**config.mk**
```make
export PLATFORM = sky130hd
export DESIGN_NAME = bilbo_reg
export DESIGN_NICKNAME = d
export VERILOG_FILES = /design/src/rtl/bilbo_pkg.sv /design/src/rtl/bilbo_mode_dec.sv /design/src/rtl/bilbo_next.sv /design/src/rtl/bilbo_pattern_gen.sv /design/src/rtl/bilbo_reg.sv
export SDC_FILE = /design/constraint.sdc
export NUM_CORES = 1
export LEC_CHECK = 0
export ABC_AREA = 1
export BUFFER_PORTS_ARGS = -buffer_cell sky130_fd_sc_hd__buf_2
export CAP_MARGIN = 20
export CORE_MARGIN = 2
export CORE_UTILIZATION = 37
export DETAILED_ROUTE_END_ITERATION = 10
export GPL_TIMING_DRIVEN = 0
export HOLD_SLACK_MARGIN = 0.15
export PLACE_DENSITY = 0.73
export SLEW_MARGIN = 20
export SYNTH_ARGS = -nofsm -noshare
export SYNTH_HDL_FRONTEND = slang
export SYNTH_SLANG_ARGS = --single-unit
```
**constraint.sdc**
```tcl
create_clock -name clk -period 0.91 [get_ports clk]
set_input_delay 0.0455 -clock clk [delete_from_list [all_inputs] [get_ports clk]]
set_output_delay 0.0455 -clock clk [all_outputs]
set_load 0.01 [all_outputs]
```
**src/rtl/bilbo_pkg.sv**
```systemverilog
package bilbo_pkg;

    typedef enum logic [1:0] {
        MODE_SHIFT = 2'b00,
        MODE_CLEAR = 2'b01,
        MODE_SIGN  = 2'b10,
        MODE_LOAD  = 2'b11
    } bilbo_mode_e;

    typedef struct packed {
        bilbo_mode_e mode;
        logic        gen_step;
        logic        gen_seed;
    } bilbo_ctrl_t;

endpackage

```
**src/rtl/bilbo_mode_dec.sv**
```systemverilog
module bilbo_mode_dec
    import bilbo_pkg::*;
(
    input  logic        mode_hi,
    input  logic        mode_lo,
    output bilbo_ctrl_t ctrl
);
    always_comb begin
        ctrl.mode     = bilbo_mode_e'({mode_hi, mode_lo});
        ctrl.gen_step = (ctrl.mode == MODE_SIGN);
        ctrl.gen_seed = (ctrl.mode == MODE_CLEAR);
    end
endmodule

```
**src/rtl/bilbo_next.sv**
```systemverilog
module bilbo_next
    import bilbo_pkg::*;
#(
    parameter int               WIDTH = 8,
    parameter logic [WIDTH-1:0] TAPS  = 8'h8E
) (
    input  bilbo_mode_e      mode,
    input  logic [WIDTH-1:0] cur,
    input  logic [WIDTH-1:0] par_in,
    input  logic             scan_in,
    output logic [WIDTH-1:0] nxt
);
    logic             fb;
    logic [WIDTH-1:0] chain_vec;
    logic [WIDTH-1:0] sig_vec;

    assign fb        = ^(cur & TAPS);
    assign chain_vec = {cur[WIDTH-2:0], scan_in};
    assign sig_vec   = {cur[WIDTH-2:0], fb} ^ par_in;

    always_comb begin
        unique case (mode)
            MODE_LOAD:  nxt = par_in;
            MODE_CLEAR: nxt = '0;
            MODE_SHIFT: nxt = chain_vec;
            MODE_SIGN:  nxt = sig_vec;
            default:    nxt = cur;
        endcase
    end
endmodule

```
**src/rtl/bilbo_pattern_gen.sv**
```systemverilog
module bilbo_pattern_gen
    import bilbo_pkg::*;
#(
    parameter int               WIDTH = 8,
    parameter logic [WIDTH-1:0] TAPS  = 8'h8E,
    parameter logic [WIDTH-1:0] SEED  = 8'h01
) (
    input  logic             clk,
    input  logic             rst,
    input  bilbo_ctrl_t      ctrl,
    output logic [WIDTH-1:0] pat
);
    logic gen_fb;
    assign gen_fb = ^(pat & TAPS);

    always_ff @(posedge clk) begin
        if (rst || ctrl.gen_seed) begin
            pat <= SEED;
        end else if (ctrl.gen_step) begin
            pat <= {pat[WIDTH-2:0], gen_fb};
        end
    end
endmodule

```
**src/rtl/bilbo_reg.sv**
```systemverilog
module bilbo_reg
    import bilbo_pkg::*;
#(
    parameter int               WIDTH      = 8,
    parameter logic [WIDTH-1:0] TAPS       = 8'h8E,
    parameter bit               CONCURRENT = 1'b0,
    parameter logic [WIDTH-1:0] SEED       = {{(WIDTH-1){1'b0}}, 1'b1}
) (
    input  logic             clk,
    input  logic             rst,
    input  logic             mode_hi,
    input  logic             mode_lo,
    input  logic [WIDTH-1:0] par_in,
    input  logic             scan_in,
    output logic [WIDTH-1:0] par_out,
    output logic             scan_out,
    output logic [WIDTH-1:0] pattern_out
);
    localparam int LAST = WIDTH - 1;

    bilbo_ctrl_t      ctrl;
    logic [WIDTH-1:0] state_q;
    logic [WIDTH-1:0] state_d;

    bilbo_mode_dec u_dec (
        .mode_hi (mode_hi),
        .mode_lo (mode_lo),
        .ctrl    (ctrl)
    );

    bilbo_next #(.WIDTH(WIDTH), .TAPS(TAPS)) u_next (
        .mode    (ctrl.mode),
        .cur     (state_q),
        .par_in  (par_in),
        .scan_in (scan_in),
        .nxt     (state_d)
    );

    always_ff @(posedge clk) begin
        if (rst) state_q <= '0;
        else     state_q <= state_d;
    end

    assign par_out  = state_q;
    assign scan_out = state_q[LAST];

    generate
        if (CONCURRENT) begin : g_conc
            bilbo_pattern_gen #(.WIDTH(WIDTH), .TAPS(TAPS), .SEED(SEED)) u_gen (
                .clk  (clk),
                .rst  (rst),
                .ctrl (ctrl),
                .pat  (pattern_out)
            );
        end else begin : g_plain
            assign pattern_out = state_q;
        end
    endgenerate
endmodule

```
==> metrics.txt, run 1 <==
outcome=finished, violations left; failing checks=negative setup slack; Worst Path Required=1.06 ns; synthesized cell area=511.7 sq um; met2 wire length=722 microns; Hold Path Class=in -> reg; YS warnings=0; Clock Latency Late Sink=0.24 ns; core area=1301 sq um; Layout Nets=137; FF+latch count, synth=8; Routed WL=1.363 mm; final setup violating endpoints=5; TritonCTS Sinks=8; worst-margin pin slew=0.1572 ns; critical path launch point type=flop; initial antenna violation count=0; Sw Ratio=0.2896; IO Count=30; CP max FO=5; drt wl/cell=9.877 microns; first-pass GRT wire length=1.835 mm; Cell Int Power=0.7136 mW; PwrDens=1114 nW/um^2; met1 WL=524 microns; Final Skew=0.0008322 ns; Die X=41.19 microns; Die Area=1697 sq um; layout cells sized above 1=0.5447; I/O Buffers=27; largest net degree at the start of global routing=10; post-layout util=0.6933; total track usage=0.1609; remaining antenna violation count after routing=0; Fin. Hold Viols=0; syn_nets=92; DRT iter0 DRCs=24; Starting Density=0.3933; max_slew headroom=0.8944; CTS Buffer Depth=2; vias post-DR=656; final period demand of the worst path=1.029 ns; CTS tree=built; Critical Path AT=1.18 ns; final worst setup slack=-0.1186 ns; max layer used=met4; number of global-route vias before repair=466; Num CTS Buffers=3; H-tree depth=1; Antenna Cells=0; placed wire-length estimate=885.9 microns; Mapped Avg Cell Area=6.478 sq um; routability cong.=0.7783; vias per cell=4.754; DRC=0; max-cap violation count=0; Seq pwr share=0.390; Root Driver=clkbuf_4; Layout area overhead=76.28%; Distinct cells, synth=15; Reg clk slew, reported paths=0.06 ns; Seq/Total Area, Yosys=0.3130; Initial DRT Pass Iterations=6; Met3 Routed Length=101 microns; Max Clk Rate=0.9722 GHz; Crit Path Class=reg -> reg; max-slew violations=0; Comb power frac=0.325; post-synthesis cell count=79; Clock power frac=0.285; Setup TNS=-0.4422 ns; Pleak=0.4814 nW; RSZ-0062 raised after global routing=true; Max IR drop VDD=0.7987 mV; grt total ovfl=0; Rows=13; die height=41.19 microns; endpoint class of the critical path=flop; period utilization=1.130; Psw=0.2909 mW; Largest register FFs=8
-- critical path: stages (launching register included) --
cell and delay, ns:
dfxtp_4 0.36, inv_4 0.06, nand2_1 0.06, nand2_2 0.07
nand2_2 0.05, nand2_1 0.06, nand2_1 0.04, nand3_1 0.06
nand3_1 0.06, nand2_1 0.06, inv_1 0.03
-- kinds of logic after synthesis --
| logic type | synth area share |
|---|---|
| AO/OA/AOI/OAI | 0.1222 |
| AND/OR/NAND/NOR | 0.3300 |
| buffers and inverters | 0.2347 |
| flip-flops | 0.3130 |
-- stage by stage --
| step | hold slack [ns] | instance area, sq um | instances | total power [mW] | setup slack [ns] |
|---|---|---|---|---|---|
| 2_1_floorplan | 0.1125 | 524.3 | 79 | 0.5529 | -0.04355 |
| 3_3_place_gp | 0.2678 | 678.2 | 121 | 0.6292 | -0.08588 |
| 5_1_grt | 0.1555 | 902.1 | 138 | 1.068 | -0.2113 |
| 3_5_place_dp | 0.2767 | 678.2 | 121 | 0.6367 | -0.1204 |
| 4_1_cts | 0.1352 | 808.3 | 135 | 0.9606 | -0.1139 |
| 6_report | 0.1404 | 902.1 | 138 | 1.005 | -0.1186 |
-- routing by layer --
layer	GRT usage	vias to the layer above
li1	-	334
met1	0.1987	281
met2	0.3008	39
met3	0.01630	2
met4	0.02419	0
met5	0	-
-- power groups by stage --
stage | combinational (mW) | sequential [mW] | clock [mW]
after floorplan | 0.147 | 0.406 | 0
after global placement | 0.233 | 0.396 | 0
after detailed placement | 0.239 | 0.398 | 0
after CTS | 0.278 | 0.391 | 0.291
after global routing | 0.360 | 0.394 | 0.313
final | 0.326 | 0.392 | 0.287
-- what timing repair did --
item                       4_1_cts  5_1_grt
buffers inserted                 3        2
hold buffers                     7        0
gates cloned                     0        1
setup endpoints to repair        2       14
pin swaps                        5        7
gates resized for setup          3       16
hold endpoints to repair         8        0
-- synthesized netlist by cell type --
master | count | area [sq um]
a21oi_1 | 4 | 20.02
buf_2 | 1 | 5.000
buf_4 | 9 | 67.56
buf_6 | 1 | 11.26
dfxtp_1 | 8 | 160.2
inv_1 | 4 | 15.01
inv_2 | 4 | 15.01
inv_4 | 1 | 6.260
nand2_1 | 26 | 97.59
nand2_2 | 2 | 12.51
nand3_1 | 5 | 25.02
nor2_1 | 1 | 3.750
nor3_1 | 6 | 30.03
o21a_1 | 3 | 22.52
o21ai_1 | 4 | 20.02
-- cell type report --
cell class                      instances  area, sq um
Fill cell                             112        399.1
Timing Repair Buffer                   40        291.5
Multi-Input combinational cell         51        267.8
Sequential cell                         8        172.7
Buffer                                 11        83.83
Inverter                                9        41.29
Clock buffer                            4        26.28
Tap cell                               15        18.77
-- placed cells by master, fill, tap and decap left out, types with 3 or more instances in the layout --
cell type      instances
a21oi_1                4
buf_2                 23
buf_4                 13
buf_6                  8
clkbuf_4               3
dfxtp_1                4
dfxtp_4                3
dlygate4sd3_1          6
inv_1                  3
inv_2                  3
inv_4                  3
nand2_1               22
nand2_2                6
nand3_1                5
nor3_2                 3
o21a_1                 3
o21ai_1                4
-- path summary, 6_finish.rpt --
check	start	end	slack (ns)	cells after the start
worst max-delay path	par_out[3]$_SDFF_PP0_	par_out[0]$_SDFF_PP0_	-0.12	10
worst min-delay path	mode_hi	par_out[1]$_SDFF_PP0_	0.14	3
worst max register to register	par_out[3]$_SDFF_PP0_	par_out[0]$_SDFF_PP0_	-0.12	10
worst min register to register	par_out[0]$_SDFF_PP0_	par_out[1]$_SDFF_PP0_	0.50	2
Power figures use the tool's default switching activity.
==> run 2: changes to the inputs <==
--- a/config.mk
+++ b/config.mk
@@ -10,6 +10,7 @@
 export CAP_MARGIN = 20
 export CORE_MARGIN = 2
 export CORE_UTILIZATION = 37
+export CTS_CLUSTER_DIAMETER = 120
 export DETAILED_ROUTE_END_ITERATION = 10
 export GPL_TIMING_DRIVEN = 0
 export HOLD_SLACK_MARGIN = 0.15
==> constraint.sdc (replaced) <==
create_clock -name clk -period 0.91 [get_ports clk]
set_input_delay 0.182 -clock clk [delete_from_list [all_inputs] [get_ports clk]]
set_output_delay 0.182 -clock clk [all_outputs]
set_load 0.01 [all_outputs]
==> run 2 against run 1 <==
  * The run still ends with negative setup slack left
  * Critical endpoint is now par_out[2]$_SDFF_PP0_
  * Clock-buffer cell count is the same
  * Largest power group unchanged
  * Die area stayed put
  * Global-route usage is 0.45 points higher
  * First-iteration DRC count is 46% lower
  * Non-clock buffer count fell by 11
  * Combinational power decreased by 4%
  * Sequential share of layout area increased by 1.3 points
  * Clock power increased by 3%
  * Core utilization is 1.9 points lower
  * Sequential power increased by 2%
  * Final cell count down 8.0%
  * Highest routed layer is now met3
==> metrics.txt, run 2 (synthesized netlist as in run 1, its figures left out) <==
Worst Setup EP=par_out[2]$_SDFF_PP0_ (was par_out[0]$_SDFF_PP0_); remaining antenna violation count after routing=0 (unchanged); CTS hold repair buffers=0 (was 7); Hold Path Class=in -> reg (unchanged); number of global-route vias before repair=474 (was 466); Comb power frac=0.311 (was 0.325); largest net degree at the start of global routing=10 (unchanged); final setup violating endpoints=15 (was 5); final period demand of the worst path=1.072 ns (was 1.029 ns); CP max FO=5 (unchanged); layout cells sized above 1=0.5804 (was 0.5447); IO Count=30 (unchanged); most frequent cells in the layout=25 x nand2_1, 20 x buf_6, 17 x buf_2, 5 x nand3_1 (was 23 x buf_2, 22 x nand2_1, 13 x buf_4, 8 x buf_6); Clock power frac=0.294 (was 0.285); initial antenna violation count=0 (unchanged); Crit Reg-Reg Startpoint=par_out[1]$_SDFF_PP0_ (was par_out[3]$_SDFF_PP0_); Layout fillers=115 (was 112); CTS tree=built (unchanged); period utilization=1.179 (was 1.130); Initial DRT Pass Iterations=4 (was 6); total area of sequential cells=178.9 sq um (was 172.7 sq um); Max IR drop VDD=0.8996 mV (was 0.7987 mV); setup slack at placement=-0.1204 ns (unchanged); TritonCTS Sinks=8 (unchanged); I/O Buffers=27 (unchanged); outcome=finished, violations left (unchanged); Rows=13 (unchanged); DRC=0 (unchanged); worst r2r dst=par_out[2]$_SDFF_PP0_ (was par_out[0]$_SDFF_PP0_); Layout area overhead=71.39% (was 76.28%); Max Clk Rate=0.9324 GHz (was 0.9722 GHz); Pleak=0.4457 nW (was 0.4814 nW); core area=1301 sq um (unchanged); Final Skew=0.0009027 ns (was 0.0008322 ns); multi-input logic area=276.5 sq um (was 267.8 sq um); Die X=41.19 microns (unchanged); Worst Path Required=1.08 ns (was 1.06 ns); Starting Density=0.3933 (unchanged); first-pass GRT wire length=1.911 mm (was 1.835 mm); worst reg2reg path depth=5 (was 10); placed wire-length estimate=885.9 microns (unchanged); Psw=0.3001 mW (was 0.2909 mW); Layout Nets=126 (was 137); RSZ-0062 raised after global routing=true (unchanged); routability cong.=0.7783 (unchanged); vias post-DR=590 (was 656); H-tree depth=1 (unchanged); vias per cell=4.646 (was 4.754); Seq pwr share=0.395 (was 0.390); Root Driver=clkbuf_4 (unchanged); Routed WL=1.240 mm (was 1.363 mm); CTS Buffer Depth=2 (unchanged); Clock Latency Late Sink=0.25 ns (was 0.24 ns); Reg clk slew, reported paths=0.06 ns (about the same); drt wl/cell=9.764 microns (was 9.877 microns); max_slew headroom=0.8901 (was 0.8944); max-cap violation count=0 (unchanged); worst reg2reg setup slack=-0.16 ns (was -0.12 ns); Cell Int Power=0.7079 mW (was 0.7136 mW); final worst setup slack=-0.1625 ns (was -0.1186 ns); endpoint class of the critical path=flop (unchanged); worst-margin pin slew=0.1648 ns (was 0.1572 ns); Sw Ratio=0.2977 (was 0.2896); Num CTS Buffers=3 (unchanged); failing checks=negative setup slack (unchanged); PwrDens=1149 nW/um^2 (was 1114 nW/um^2); Placed Instances=121 (unchanged); Crit Path Class=reg -> reg (unchanged); total track usage=0.1654 (was 0.1609); Die Area=1697 sq um (unchanged); critical path launch point type=flop (unchanged); Antenna Cells=0 (unchanged); DRT iter0 DRCs=13 (was 24); Largest register FFs=8 (unchanged); die height=41.19 microns (unchanged); max-slew violations=0 (unchanged); Final Non-Filler Cells=127 (was 138); most common cell after layout, fill and taps aside=nand2_1 (was buf_2); Critical Path AT=1.25 ns (was 1.18 ns); post-layout util=0.6740 (was 0.6933); Fin. Hold Viols=0 (unchanged); grt total ovfl=0 (unchanged); Critical Path Start=par_out[1]$_SDFF_PP0_ (was par_out[3]$_SDFF_PP0_)
-- run 2: area by class of cell --
type	instances	share of cell area
clock buffer	4	0.02996
inverter	9	0.04993
multi-input combinational	51	0.3153
buffer	9	0.09986
tap	15	0.02140
timing repair buffer	31	0.2796
sequential	8	0.2040
-- run 2: worst min-delay path by stage --
stage / depth (start not counted) / startpoint / slack, ns / endpoint
final: 2 / rst / 0.16 / par_out[3]$_SDFF_PP0_
after detailed placement: 2 / rst / 0.41 / par_out[2]$_SDFF_PP0_
after global routing: 2 / rst / 0.17 / par_out[4]$_SDFF_PP0_
after floorplan: 1 / rst / 0.25 / par_out[3]$_SDFF_PP0_
after global placement: 2 / rst / 0.40 / par_out[3]$_SDFF_PP0_
after CTS: 2 / rst / 0.16 / par_out[4]$_SDFF_PP0_
-- run 2: power by group through the flow --
stage                     Sequential (mW)  Clock [mW]  Combinational [mW]
after floorplan                     0.406           0               0.147
after global placement              0.396           0               0.233
after detailed placement            0.398           0               0.239
after CTS                           0.398       0.291               0.285
after global routing                0.401       0.317               0.351
final                               0.398       0.296               0.313
-- run 2: per-layer routing --
metal	up-vias	global-route usage	share of wire
met2	24	0.3047	0.50
met3	0	0.02174	0.064
met5	-	0	0
met1	257	0.2052	0.44
li1	309	-	-
met4	0	0.02419	0
-- run 2: critical path, stage by stage (launching register included) --
cell and delay, ns:
dfxtp_4 0.39, inv_4 0.04, buf_4 0.12, buf_6 0.11, o21a_1 0.18, nor3_2 0.16
-- run 2: timing repair --
item	in CTS	in global routing
pin swaps	2	7
setup endpoints to repair	16	18
gates resized for setup	21	14
setup buffers	3	1
-- run 2: through the flow --
stage | hold slack, ns | cell area (sq um) | TNS (ns) | total power [mW]
after floorplan | 0.2490 | 524.3 | -0.04355 | 0.5529
after global placement | 0.4043 | 678.2 | -0.08588 | 0.6292
after detailed placement | 0.4132 | 678.2 | -0.1204 | 0.6367
after CTS | 0.1602 | 807.0 | -0.9119 | 0.9740
after global routing | 0.1684 | 877.1 | -1.812 | 1.068
final | 0.1582 | 877.1 | -1.213 | 1.008
